$ cat config.mk
export PLATFORM = sky130hd
export DESIGN_NAME = mdm_hshk_ctrl
export DESIGN_NICKNAME = d
export VERILOG_FILES = /design/src/rtl/mdm_pkg.sv /design/src/rtl/mdm_sync.sv /design/src/rtl/mdm_rts_ctl.sv /design/src/rtl/mdm_stat_reg.sv /design/src/rtl/mdm_hshk_ctrl.sv
export SDC_FILE = /design/constraint.sdc
export NUM_CORES = 1
export LEC_CHECK = 0
export BUFFER_PORTS_ARGS = -buffer_cell sky130_fd_sc_hd__buf_4
export CORE_AREA = 4 4 41 43
export CTS_CLUSTER_SIZE = 25
export DETAILED_ROUTE_END_ITERATION = 10
export DIE_AREA = 0 0 45 47
export GPL_ROUTABILITY_DRIVEN = 0
export HOLD_SLACK_MARGIN = 0.08
export PLACE_DENSITY = 0.58
export RECOVER_POWER = 25
export SYNTH_ARGS = -nofsm -noshare
export SYNTH_HDL_FRONTEND = slang
export SYNTH_SLANG_ARGS = --single-unit
export TNS_END_PERCENT = 10
$ cat constraint.sdc
create_clock -name clk -period 1.51 [get_ports clk]
set_input_delay 0 -clock clk [delete_from_list [all_inputs] [get_ports clk]]
set_output_delay 0 -clock clk [all_outputs]
set_load 0.05 [all_outputs]
$ cat src/rtl/mdm_pkg.sv
package mdm_pkg;
   localparam int STAT_W   = 8;
   localparam int B_SECURE = 0;
   localparam int B_TYPE   = 1;
   localparam int B_CTS    = 2;
   localparam int B_MRDY   = 3;
   localparam int B_HDX    = 4;
   localparam int B_RTS    = 5;
   localparam int B_DTR    = 6;
   localparam int B_RING   = 7;
   localparam logic [STAT_W-1:0] WR_MASK  = (STAT_W'(1) << B_HDX) | (STAT_W'(1) << B_DTR);
   localparam logic [STAT_W-1:0] INIT_VAL = (STAT_W'(1) << B_DTR);
   typedef enum logic {RTS_OFF = 1'b0, RTS_ON = 1'b1} rts_st_e;
endpackage

$ cat src/rtl/mdm_sync.sv
module mdm_sync #(
   parameter int STAGES = 2,
   parameter int WIDTH  = 1
) (
   input  logic             clk,
   input  logic             rst_n,
   input  logic [WIDTH-1:0] d,
   output logic [WIDTH-1:0] q
);
   logic [WIDTH-1:0] stg [STAGES];

   if (STAGES < 2) begin : g_bad_stages
      $error("mdm_sync: STAGES must be at least 2");
   end

   for (genvar i = 0; i < STAGES; i++) begin : g_stage
      always_ff @(posedge clk or negedge rst_n) begin
         if (!rst_n)
            stg[i] <= '0;
         else if (i == 0)
            stg[i] <= d;
         else
            stg[i] <= stg[(i == 0) ? 0 : i-1];
      end
   end

   assign q = stg[STAGES-1];
endmodule

$ cat src/rtl/mdm_rts_ctl.sv
module mdm_rts_ctl
   import mdm_pkg::*;
(
   input  logic clk,
   input  logic rst_n,
   input  logic init,
   input  logic som_head,
   input  logic q_empty,
   output logic rts_auto
);
   rts_st_e st_q, st_d;

   always_comb begin
      st_d = st_q;
      if (init)
         st_d = RTS_OFF;
      else if (q_empty)
         st_d = RTS_OFF;
      else if (som_head)
         st_d = RTS_ON;
   end

   always_ff @(posedge clk or negedge rst_n) begin
      if (!rst_n) st_q <= RTS_OFF;
      else        st_q <= st_d;
   end

   assign rts_auto = (st_q == RTS_ON);

   // message-start at a non-empty head raises request-to-send
   p_rts_set_r1: assert property (@(posedge clk) disable iff (!rst_n)
      (!init && som_head && !q_empty) |=> rts_auto);
   // empty queue or init drops it
   p_rts_clr_r2: assert property (@(posedge clk) disable iff (!rst_n)
      (init || q_empty) |=> !rts_auto);
   // holds while data remains and no init
   p_rts_hold_r1: assert property (@(posedge clk) disable iff (!rst_n)
      (rts_auto && !init && !q_empty) |=> rts_auto);
endmodule

$ cat src/rtl/mdm_stat_reg.sv
module mdm_stat_reg
   import mdm_pkg::*;
#(
   parameter logic [STAT_W-1:0] WMASK = WR_MASK,
   parameter logic [STAT_W-1:0] IVAL  = INIT_VAL
) (
   input  logic              clk,
   input  logic              rst_n,
   input  logic              init,
   input  logic              wr,
   input  logic [STAT_W-1:0] wdata,
   input  logic [STAT_W-1:0] live,
   output logic [STAT_W-1:0] rdata,
   output logic              hdx,
   output logic              dtr
);
   logic [STAT_W-1:0] held_q;

   always_ff @(posedge clk or negedge rst_n) begin
      if (!rst_n)
         held_q <= IVAL & WMASK;
      else if (init)
         held_q <= IVAL & WMASK;
      else if (wr)
         held_q <= wdata & WMASK;
   end

   assign rdata = (live & ~WMASK) | (held_q & WMASK);
   assign hdx   = held_q[B_HDX];
   assign dtr   = held_q[B_DTR];

   // init forces DTR on
   p_dtr_init_r7: assert property (@(posedge clk) disable iff (!rst_n)
      init |=> dtr);
   // without write or init DTR keeps its value
   p_dtr_hold_r7: assert property (@(posedge clk) disable iff (!rst_n)
      (!init && !wr) |=> $stable(dtr));
   // init clears half-duplex
   p_hdx_init_r8: assert property (@(posedge clk) disable iff (!rst_n)
      init |=> !hdx);
endmodule

$ cat src/rtl/mdm_hshk_ctrl.sv
module mdm_hshk_ctrl
   import mdm_pkg::*;
#(
   parameter int SYNC_STAGES = 2
) (
   input  logic              clk,
   input  logic              rst_n,
   input  logic              cts_in,
   input  logic              dsr_in,
   input  logic              ring_in,
   input  logic              txq_som_head,
   input  logic              txq_empty,
   input  logic              link_init,
   input  logic              host_wr,
   input  logic [STAT_W-1:0] host_wdata,
   input  logic              strap_mrdy_on,
   input  logic              strap_rts_on,
   input  logic              sw_secure,
   input  logic              sw_type,
   output logic              rts,
   output logic              dtr,
   output logic              tx_en,
   output logic              rx_clk_en,
   output logic [STAT_W-1:0] stat_rdata
);
   localparam int NLINES = 3;

   if (STAT_W != 8) begin : g_bad_width
      $error("mdm_hshk_ctrl: status byte must be 8 bits");
   end

   logic [NLINES-1:0] lines_a, lines_s;
   logic cts_s, dsr_s, ring_s, mrdy, rts_auto, hdx;
   logic [STAT_W-1:0] live;

   assign lines_a = {ring_in, dsr_in, cts_in};

   mdm_sync #(.STAGES(SYNC_STAGES), .WIDTH(NLINES)) u_sync (
      .clk(clk), .rst_n(rst_n), .d(lines_a), .q(lines_s));

   assign cts_s  = lines_s[0];
   assign dsr_s  = lines_s[1];
   assign ring_s = lines_s[2];

   mdm_rts_ctl u_rts (
      .clk(clk), .rst_n(rst_n), .init(link_init),
      .som_head(txq_som_head), .q_empty(txq_empty), .rts_auto(rts_auto));

   assign mrdy      = strap_mrdy_on | dsr_s;
   assign rts       = strap_rts_on  | rts_auto;
   assign tx_en     = cts_s & mrdy;
   assign rx_clk_en = ~(hdx & rts);

   always_comb begin
      live           = '0;
      live[B_SECURE] = sw_secure;
      live[B_TYPE]   = sw_type;
      live[B_CTS]    = cts_s;
      live[B_MRDY]   = mrdy;
      live[B_RTS]    = rts;
      live[B_RING]   = ring_s;
   end

   mdm_stat_reg u_stat (
      .clk(clk), .rst_n(rst_n), .init(link_init), .wr(host_wr),
      .wdata(host_wdata), .live(live), .rdata(stat_rdata),
      .hdx(hdx), .dtr(dtr));

   // receive clock blocked while readback shows half-duplex and RTS
   p_rx_block_r6: assert property (@(posedge clk) disable iff (!rst_n)
      (stat_rdata[B_HDX] && stat_rdata[B_RTS]) |-> !rx_clk_en);
   // strap keeps RTS up
   p_rts_strap_r3: assert property (@(posedge clk) disable iff (!rst_n)
      strap_rts_on |-> rts);
   // transmit enable only with clear-to-send seen in readback
   p_txen_cts_r4: assert property (@(posedge clk) disable iff (!rst_n)
      tx_en |-> (stat_rdata[B_CTS] && stat_rdata[B_MRDY]));
   // a write never alters the type switch bit in the readback
   p_ro_type_r10: assert property (@(posedge clk) disable iff (!rst_n)
      (host_wr && $stable(sw_type)) |=> (stat_rdata[B_TYPE] == sw_type));
endmodule

==> results of run 1 <==
==> registers in the layout (all words and copies together), names as in the netlist <==
signal and cells:
u_stat.held_q 2, u_rts.rts_auto 1, u_sync.q 3, u_sync.stg 3
==> final cells by class <==
class | instances | share of cell area
Clock buffer | 3 | 0.0364
Tap cell | 15 | 0.0303
Sequential cell | 9 | 0.366
Multi-Input combinational cell | 10 | 0.105
Timing Repair Buffer | 34 | 0.455
Clock inverter | 1 | 0.00808
==> path summary, 6_finish.rpt <==
| check | to | slack, ns | cells past startpoint |
|---|---|---|---|
| max in group asynchronous | u_stat.held_q[6]$_DFFE_PN1P_ | 0.98 | 2 |
| min in group clk | u_sync.q[0]$_DFF_PN0_ | 0.34 | 0 |
| max reg2reg | u_stat.held_q[6]$_DFFE_PN1P_ | 0.14 | 3 |
| min | u_sync.q[2]$_DFF_PN0_ | 0.19 | 2 |
| max | u_stat.held_q[6]$_DFFE_PN1P_ | 0.14 | 3 |
| min reg2reg | u_sync.q[0]$_DFF_PN0_ | 0.34 | 0 |
==> layer usage <==
| layer | track usage | wire [um] | up-vias |
|---|---|---|---|
| met4 | 0.0526 | 0 | 0 |
| met5 | 0 | 0 | - |
| met3 | 0.0230 | 58 | 0 |
| met2 | 0.130 | 426 | 13 |
| li1 | - | - | 138 |
| met1 | 0.0659 | 233 | 131 |
==> repair_timing <==
action,4_1_cts,5_1_grt
hold endpoints to repair,17,0
buffers inserted,0,0
hold buffers,12,0
==> cells by family after synthesis <==
group / count (synthesis) / share of synthesized area
AO/OA/AOI/OAI: 1 / 0.0249
buffers and inverters: 8 / 0.171
multiplexers: 1 / 0.0285
flip-flops: 9 / 0.644
AND/OR/NAND/NOR: 8 / 0.132
==> Yosys cell counts <==
cell                      n  area share
sky130_fd_sc_hd__nand2_1  1       0.011
sky130_fd_sc_hd__buf_4    8        0.17
sky130_fd_sc_hd__or2_2    1       0.018
sky130_fd_sc_hd__nor2_1   2       0.021
sky130_fd_sc_hd__dfrtp_1  8        0.57
sky130_fd_sc_hd__nor2b_1  1       0.018
sky130_fd_sc_hd__dfstp_2  1       0.075
sky130_fd_sc_hd__nor3_1   1       0.014
sky130_fd_sc_hd__a211o_1  1       0.025
sky130_fd_sc_hd__and2_4   1       0.025
sky130_fd_sc_hd__or2_4    1       0.025
sky130_fd_sc_hd__mux2i_1  1       0.028
==> metrics by stage <==
| step | setup WS, ns | cells | power, mW |
|---|---|---|---|
| 6_report | 0.141 | 72 | 0.597 |
| 4_1_cts | 0.135 | 72 | 0.607 |
| 3_5_place_dp | 0.570 | 56 | 0.393 |
| 2_1_floorplan | 0.326 | 27 | 0.364 |
| 5_1_grt | 0.0990 | 72 | 0.628 |
| 3_3_place_gp | 0.581 | 56 | 0.392 |
==> report_power, final <==
part / switching [mW] / internal [mW] / leakage (nW) / total, mW
sequential: 0.00561 / 0.255 / 0.107 / 0.261
combinational: 0.0913 / 0.0687 / 0.182 / 0.160
clock: 0.0789 / 0.0972 / 0.0177 / 0.176
==> critical path: cells and delay by family, from the launching register on <==
family / cells / cell delay, ns
buffers and inverters: 1 / 0.55
and+or+nand+nor: 1 / 0.12
AOI/OAI and AO/OA: 1 / 0.25
DFF: 1 / 0.37
==> results.rst, run 1 <==
.. list-table::
   :header-rows: 1

   * - Metric
     - Value
   * - Highest net fanout along the worst path
     - 3
   * - Floorplan die height
     - about 47 um
   * - Detailed-router iteration count before antenna repair
     - 2
   * - Ratio of total power to cell area
     - ~960 nW/um^2
   * - Count of routing violations after the opening detailed-route iteration
     - 2
   * - Sequential area share after synthesis
     - 0.644
   * - Post-detailed-routing wire length
     - between 700 and 800 um
   * - Clock Skew
     - 0.00905 ns
   * - Die width
     - roughly 45 um
   * - Synth cell types
     - 12
   * - Shortest clock period the worst path allows after layout
     - roughly 1.4 ns
   * - Fin crit share
     - 0.907
   * - Max-cap violation count
     - 0
   * - Yosys warnings
     - 0
   * - Critical-path cell list
     - nor2b_1 -> a211o_1 -> dlygate4sd3_1
   * - Via count of the first global-routing pass
     - about 270
   * - Standard-cell row count
     - 13
   * - Commonest cells after routing, fill and taps aside
     - sky130_fd_sc_hd__buf_4 (21), sky130_fd_sc_hd__dlygate4sd3_1 (12), sky130_fd_sc_hd__dfrtp_1 (8), sky130_fd_sc_hd__clkbuf_4 (3), sky130_fd_sc_hd__nor2_1 (2)
   * - Launch point of the worst path
     - u_stat.held_q[6]$_DFFE_PN1P_
   * - Starting density of the core
     - 0.270
   * - Number of hold violations in the final report
     - 0
   * - Pin count of the biggest net entering global routing
     - 10
   * - Cell with the largest stage delay on the worst path
     - sky130_fd_sc_hd__dlygate4sd3_1
   * - Worst ir drop on vdd
     - around 0.00053 V
   * - Total clock sinks
     - 9
   * - Total DRC errors in the routed layout
     - 0
   * - Total area of multi-input combinational cells
     - 65.1 um^2
   * - Relative slew slack
     - 0.669
   * - CTS clock-pin slew for the worst setup and hold paths
     - 0.06 ns
   * - Status
     - finished clean
   * - Maximum single-stage delay on the critical path
     - 0.55 ns
   * - Cells resized by post-CTS repair
     - 0
   * - Leakage power
     - just over 0.3 nW
   * - Worst hold-check path type
     - in2async
   * - Layout fillers
     - 130
   * - Routed length per placed instance
     - ~10 um
   * - Wire length of the first global-routing pass
     - ~1.0 mm
   * - Number of H-tree levels
     - 1
   * - Element type at the critical path end
     - flop
   * - Post-synthesis sequential element count
     - 9
   * - Post-route cell area
     - 619 um^2
   * - CTS Buf Count
     - 3
   * - Register cell area after layout
     - 226 um^2
   * - Launching point of the worst reg2reg path
     - u_stat.held_q[6]$_DFFE_PN1P_
   * - Master cell of the clock root buffer
     - sky130_fd_sc_hd__clkbuf_4
   * - Synthesized area
     - 352 um^2
   * - Final antenna-violating net count
     - 0
   * - Post-layout utilization of the core
     - 0.476
   * - Proportion of layout cells with a drive suffix above 1
     - 0.509
   * - Synthesized area per cell
     - 13.0 um^2
   * - Number of primary I/O pins
     - 33
   * - Area of the die
     - 2120 um^2
   * - Path type of the worst setup path
     - reg2reg
   * - Maximum count of clock buffers along a single path
     - 2
   * - Post-synth net total
     - between 40 and 50
   * - Hold WS
     - between 0.15 and 0.2 ns
   * - Most common cell after layout, fill and taps aside
     - sky130_fd_sc_hd__buf_4
   * - Area of the core region
     - 1300 um^2
   * - Antenna violations before repair
     - 0
   * - Overall track demand over capacity in global routing
     - 0.0711
   * - IO buf count
     - 22
   * - Number of vias per cell
     - about 4
   * - DP Area
     - 475 um^2
   * - Data arrival at the endpoint of the critical path
     - 1.54 ns
   * - Measured slew at the worst slew-check pin
     - between 0.4 and 0.5 ns
   * - Number of instances in the synthesized netlist
     - 27
   * - Maximum clock frequency
     - 0.731 GHz
   * - Clock tree from TritonCTS
     - yes
   * - Signed area change from the synthesized netlist to the final layout
     - 76.2%
   * - Setup repair after global routing missed its margin
     - false
   * - Final sum of negative setup slack
     - 0 ns
   * - Crit start category
     - flop
   * - Diode insertion count for antenna repair
     - 0
   * - Final layout net count
     - approximately 80
   * - Clock latency on the worst-skew pair
     - roughly 0.26 ns
   * - Max-slew violation count
     - 0
   * - Worst endpoint required time
     - approximately 1.7 ns
   * - Setup violation total in the final timing report
     - 0
   * - Global route total overflow
     - 0
   * - Detailed-route via count
     - roughly 280
Note: power is estimated with default switching activity, not from simulation.
==> run 2, diff against run 1 <==
==> constraint.sdc (replaced) <==
create_clock -name clk -period 1.3 [get_ports clk]
set_input_delay 0 -clock clk [delete_from_list [all_inputs] [get_ports clk]]
set_output_delay 0 -clock clk [all_outputs]
set_load 0.05 [all_outputs]
==> run 2 against run 1 <==
Final cell count did not move. Critical path depth did not move. Sequential share of layout area fell by 0.37 points. Global-route usage rose by 0.080 points. First-iteration DRC count did not move. Clock-buffer cell count did not move. Critical endpoint is now u_stat.held_q[4]$_DFFE_PN0P_. Largest cell class unchanged. Largest power group unchanged. Highest routed layer unchanged.
==> results.rst, run 2 (synthesis gave the netlist of run 1 again) <==
.. list-table::
   :header-rows: 1

   * - Metric
     - Value
   * - Final layout net count
     - 79 (unchanged)
   * - Via count of the first global-routing pass
     - 274 (+3.0%)
   * - Ratio of total power to cell area
     - 1110 nW/um^2 (+15%)
   * - Most common cell after layout, fill and taps aside
     - sky130_fd_sc_hd__buf_4
   * - Final antenna-violating net count
     - 0 (unchanged)
   * - Overall track demand over capacity in global routing
     - 0.0719 (+0.000799)
   * - Antenna violations before repair
     - 0 (unchanged)
   * - Endpoint of the worst register-to-register path
     - u_stat.held_q[4]$_DFFE_PN0P_
   * - Number of primary I/O pins
     - 33 (unchanged)
   * - IO buf count
     - 22 (unchanged)
   * - Standard-cell row count
     - 13 (unchanged)
   * - Commonest cells after routing, fill and taps aside
     - sky130_fd_sc_hd__buf_4 (20), sky130_fd_sc_hd__dlygate4sd3_1 (11), sky130_fd_sc_hd__dfrtp_1 (8), sky130_fd_sc_hd__clkbuf_4 (3), sky130_fd_sc_hd__nor2_1 (2)
   * - Final sum of negative setup slack
     - 0 ns (unchanged)
   * - Launching point of the worst reg2reg path
     - u_stat.held_q[4]$_DFFE_PN0P_
   * - Worst endpoint required time
     - 1.43 ns (-0.25 ns)
   * - Setup violation total in the final timing report
     - 0 (unchanged)
   * - Detailed-router iteration count before antenna repair
     - 2 (unchanged)
   * - Layout fillers
     - 132 (+1.5%)
   * - Placed cell count
     - 56 (unchanged)
   * - Post-detailed-routing wire length
     - 731 um (+2.0%)
   * - Worst ir drop on vdd
     - 0.000622 V (+16%)
   * - Max-cap violation count
     - 0 (unchanged)
   * - Pin count of the biggest net entering global routing
     - 10 (unchanged)
   * - Count of routing violations after the opening detailed-route iteration
     - 2 (unchanged)
   * - Path type of the worst setup path
     - reg2reg
   * - Routed length per placed instance
     - 10.2 um (+2.0%)
   * - Maximum count of clock buffers along a single path
     - 2 (unchanged)
   * - CTS clock-pin slew for the worst setup and hold paths
     - 0.06 ns (about the same)
   * - Wire length of the first global-routing pass
     - 1.06 mm (+1.3%)
   * - Starting density of the core
     - 0.270 (unchanged)
   * - Worst hold-check path type
     - in2async
   * - Area of the die
     - 2120 um^2 (unchanged)
   * - Clock tree from TritonCTS
     - yes
   * - Total clock sinks
     - 9 (unchanged)
   * - Detailed-route via count
     - 286 (+1.4%)
   * - Setup slack, reg-to-reg
     - 0.06 ns (-0.08 ns)
   * - DP Area
     - 475 um^2 (unchanged)
   * - Number of hold violations in the final report
     - 0 (unchanged)
   * - Clock Skew
     - 0.00905 ns (-0.0000000300 ns)
   * - Setup repair after global routing missed its margin
     - false
   * - Area of the core region
     - 1300 um^2 (unchanged)
   * - Max-slew violation count
     - 0 (unchanged)
   * - Clock latency on the worst-skew pair
     - 0.26 ns (about the same)
   * - CTS Buf Count
     - 3 (unchanged)
   * - Status
     - finished clean
   * - Floorplan die height
     - 47 um (unchanged)
   * - Post-route cell area
     - 626 um^2 (+1.0%)
   * - Non-filler instance count after layout
     - 72 (unchanged)
   * - Shortest clock period the worst path allows after layout
     - 1.24 ns (-0.129 ns)
   * - Fin crit share
     - 0.954 (+0.0473)
   * - Number of vias per cell
     - 3.97 (+1.4%)
   * - Number of H-tree levels
     - 1 (unchanged)
   * - Leakage power
     - 0.319 nW (+3.8%)
   * - Signed area change from the synthesized netlist to the final layout
     - 77.9%
   * - Relative slew slack
     - 0.669 (unchanged)
   * - Die width
     - 45 um (unchanged)
   * - Total DRC errors in the routed layout
     - 0 (unchanged)
   * - Diode insertion count for antenna repair
     - 0 (unchanged)
   * - Element type at the critical path end
     - flop
   * - Global route total overflow
     - 0 (unchanged)
   * - Highest net fanout along the worst path
     - 3 (unchanged)
   * - Data arrival at the endpoint of the critical path
     - 1.37 ns (-0.17 ns)
   * - Maximum clock frequency
     - 0.807 GHz (+10%)
   * - Master cell of the clock root buffer
     - sky130_fd_sc_hd__clkbuf_4
   * - Crit start category
     - flop
   * - Worst R2R Path Depth
     - 3 (unchanged)
   * - PnR Total Power
     - 0.695 mW (+16%)
   * - Measured slew at the worst slew-check pin
     - 0.495 ns (unchanged)
   * - Proportion of layout cells with a drive suffix above 1
     - 0.509 (unchanged)
   * - Launch point of the worst path
     - u_stat.held_q[4]$_DFFE_PN0P_
   * - Total setup buffers inserted after CTS
     - 0 (unchanged)
## run 2: changes by cell type in the layout (fill, tap and decap cells not counted), sizes merged
cell and change:
dlygate4sd3 -1, dlymetal6s4s +1
## run 2: worst max-delay path by stage
stage,to,slack (ns),cells past startpoint
2_1_floorplan,rx_clk_en,0.12,2
3_3_place_gp,rx_clk_en,0.37,3
3_5_place_dp,rx_clk_en,0.36,3
4_1_cts,u_stat.held_q[4]$_DFFE_PN0P_,0.03,5
5_1_grt,u_rts.rts_auto$_DFFE_PN0P_,0.01,4
6_report,u_stat.held_q[4]$_DFFE_PN0P_,0.06,3
## run 2: power breakdown
group / internal, mW / leakage [nW] / switching [mW]
registers: 0.296 / 0.107 / 0.00658
clock network: 0.113 / 0.0177 / 0.0917
logic: 0.0807 / 0.194 / 0.107
total: 0.490 / 0.319 / 0.205
## run 2: area by class of cell
cell class              instances  area, um^2  share of cell area
repair buffers                 34         288               0.460
flip-flops and latches          9         226               0.362
multi-input cells              10        65.1               0.104
clock buffers                   3        22.5              0.0360
well taps                      15        18.8              0.0300
clock inverters                 1        5.00             0.00800
## run 2: critical path, cell delays in order, from the launching register on
cell and delay (ns):
sky130_fd_sc_hd__dfrtp_1 0.40, sky130_fd_sc_hd__mux2i_1 0.13, sky130_fd_sc_hd__nor2_1 0.04, sky130_fd_sc_hd__dlygate4sd3_1 0.55
## run 2: through the flow
step	setup WS (ns)	utilization	hold WS, ns
finish	0.0601	0.481	0.190
global route	0.0145	0.481	0.205
CTS	0.0293	0.479	0.0939
detailed placement	0.360	0.365	-0.177
global placement	0.371	0.365	-0.176
floorplan	0.116	-	-0.296
## run 2: routing by layer
layer / part of all wire / GRT usage
met4: 0 / 0.0526
met5: 0 / 0
met2: 0.60 / 0.136
met3: 0.079 / 0.0230
met1: 0.32 / 0.0635
## run 2: what timing repair did
item | in CTS | in global routing
hold endpoints to repair | 17 | 0
gates resized for setup | 0 | 2
hold buffers | 12 | 0
setup endpoints to repair | 0 | 1
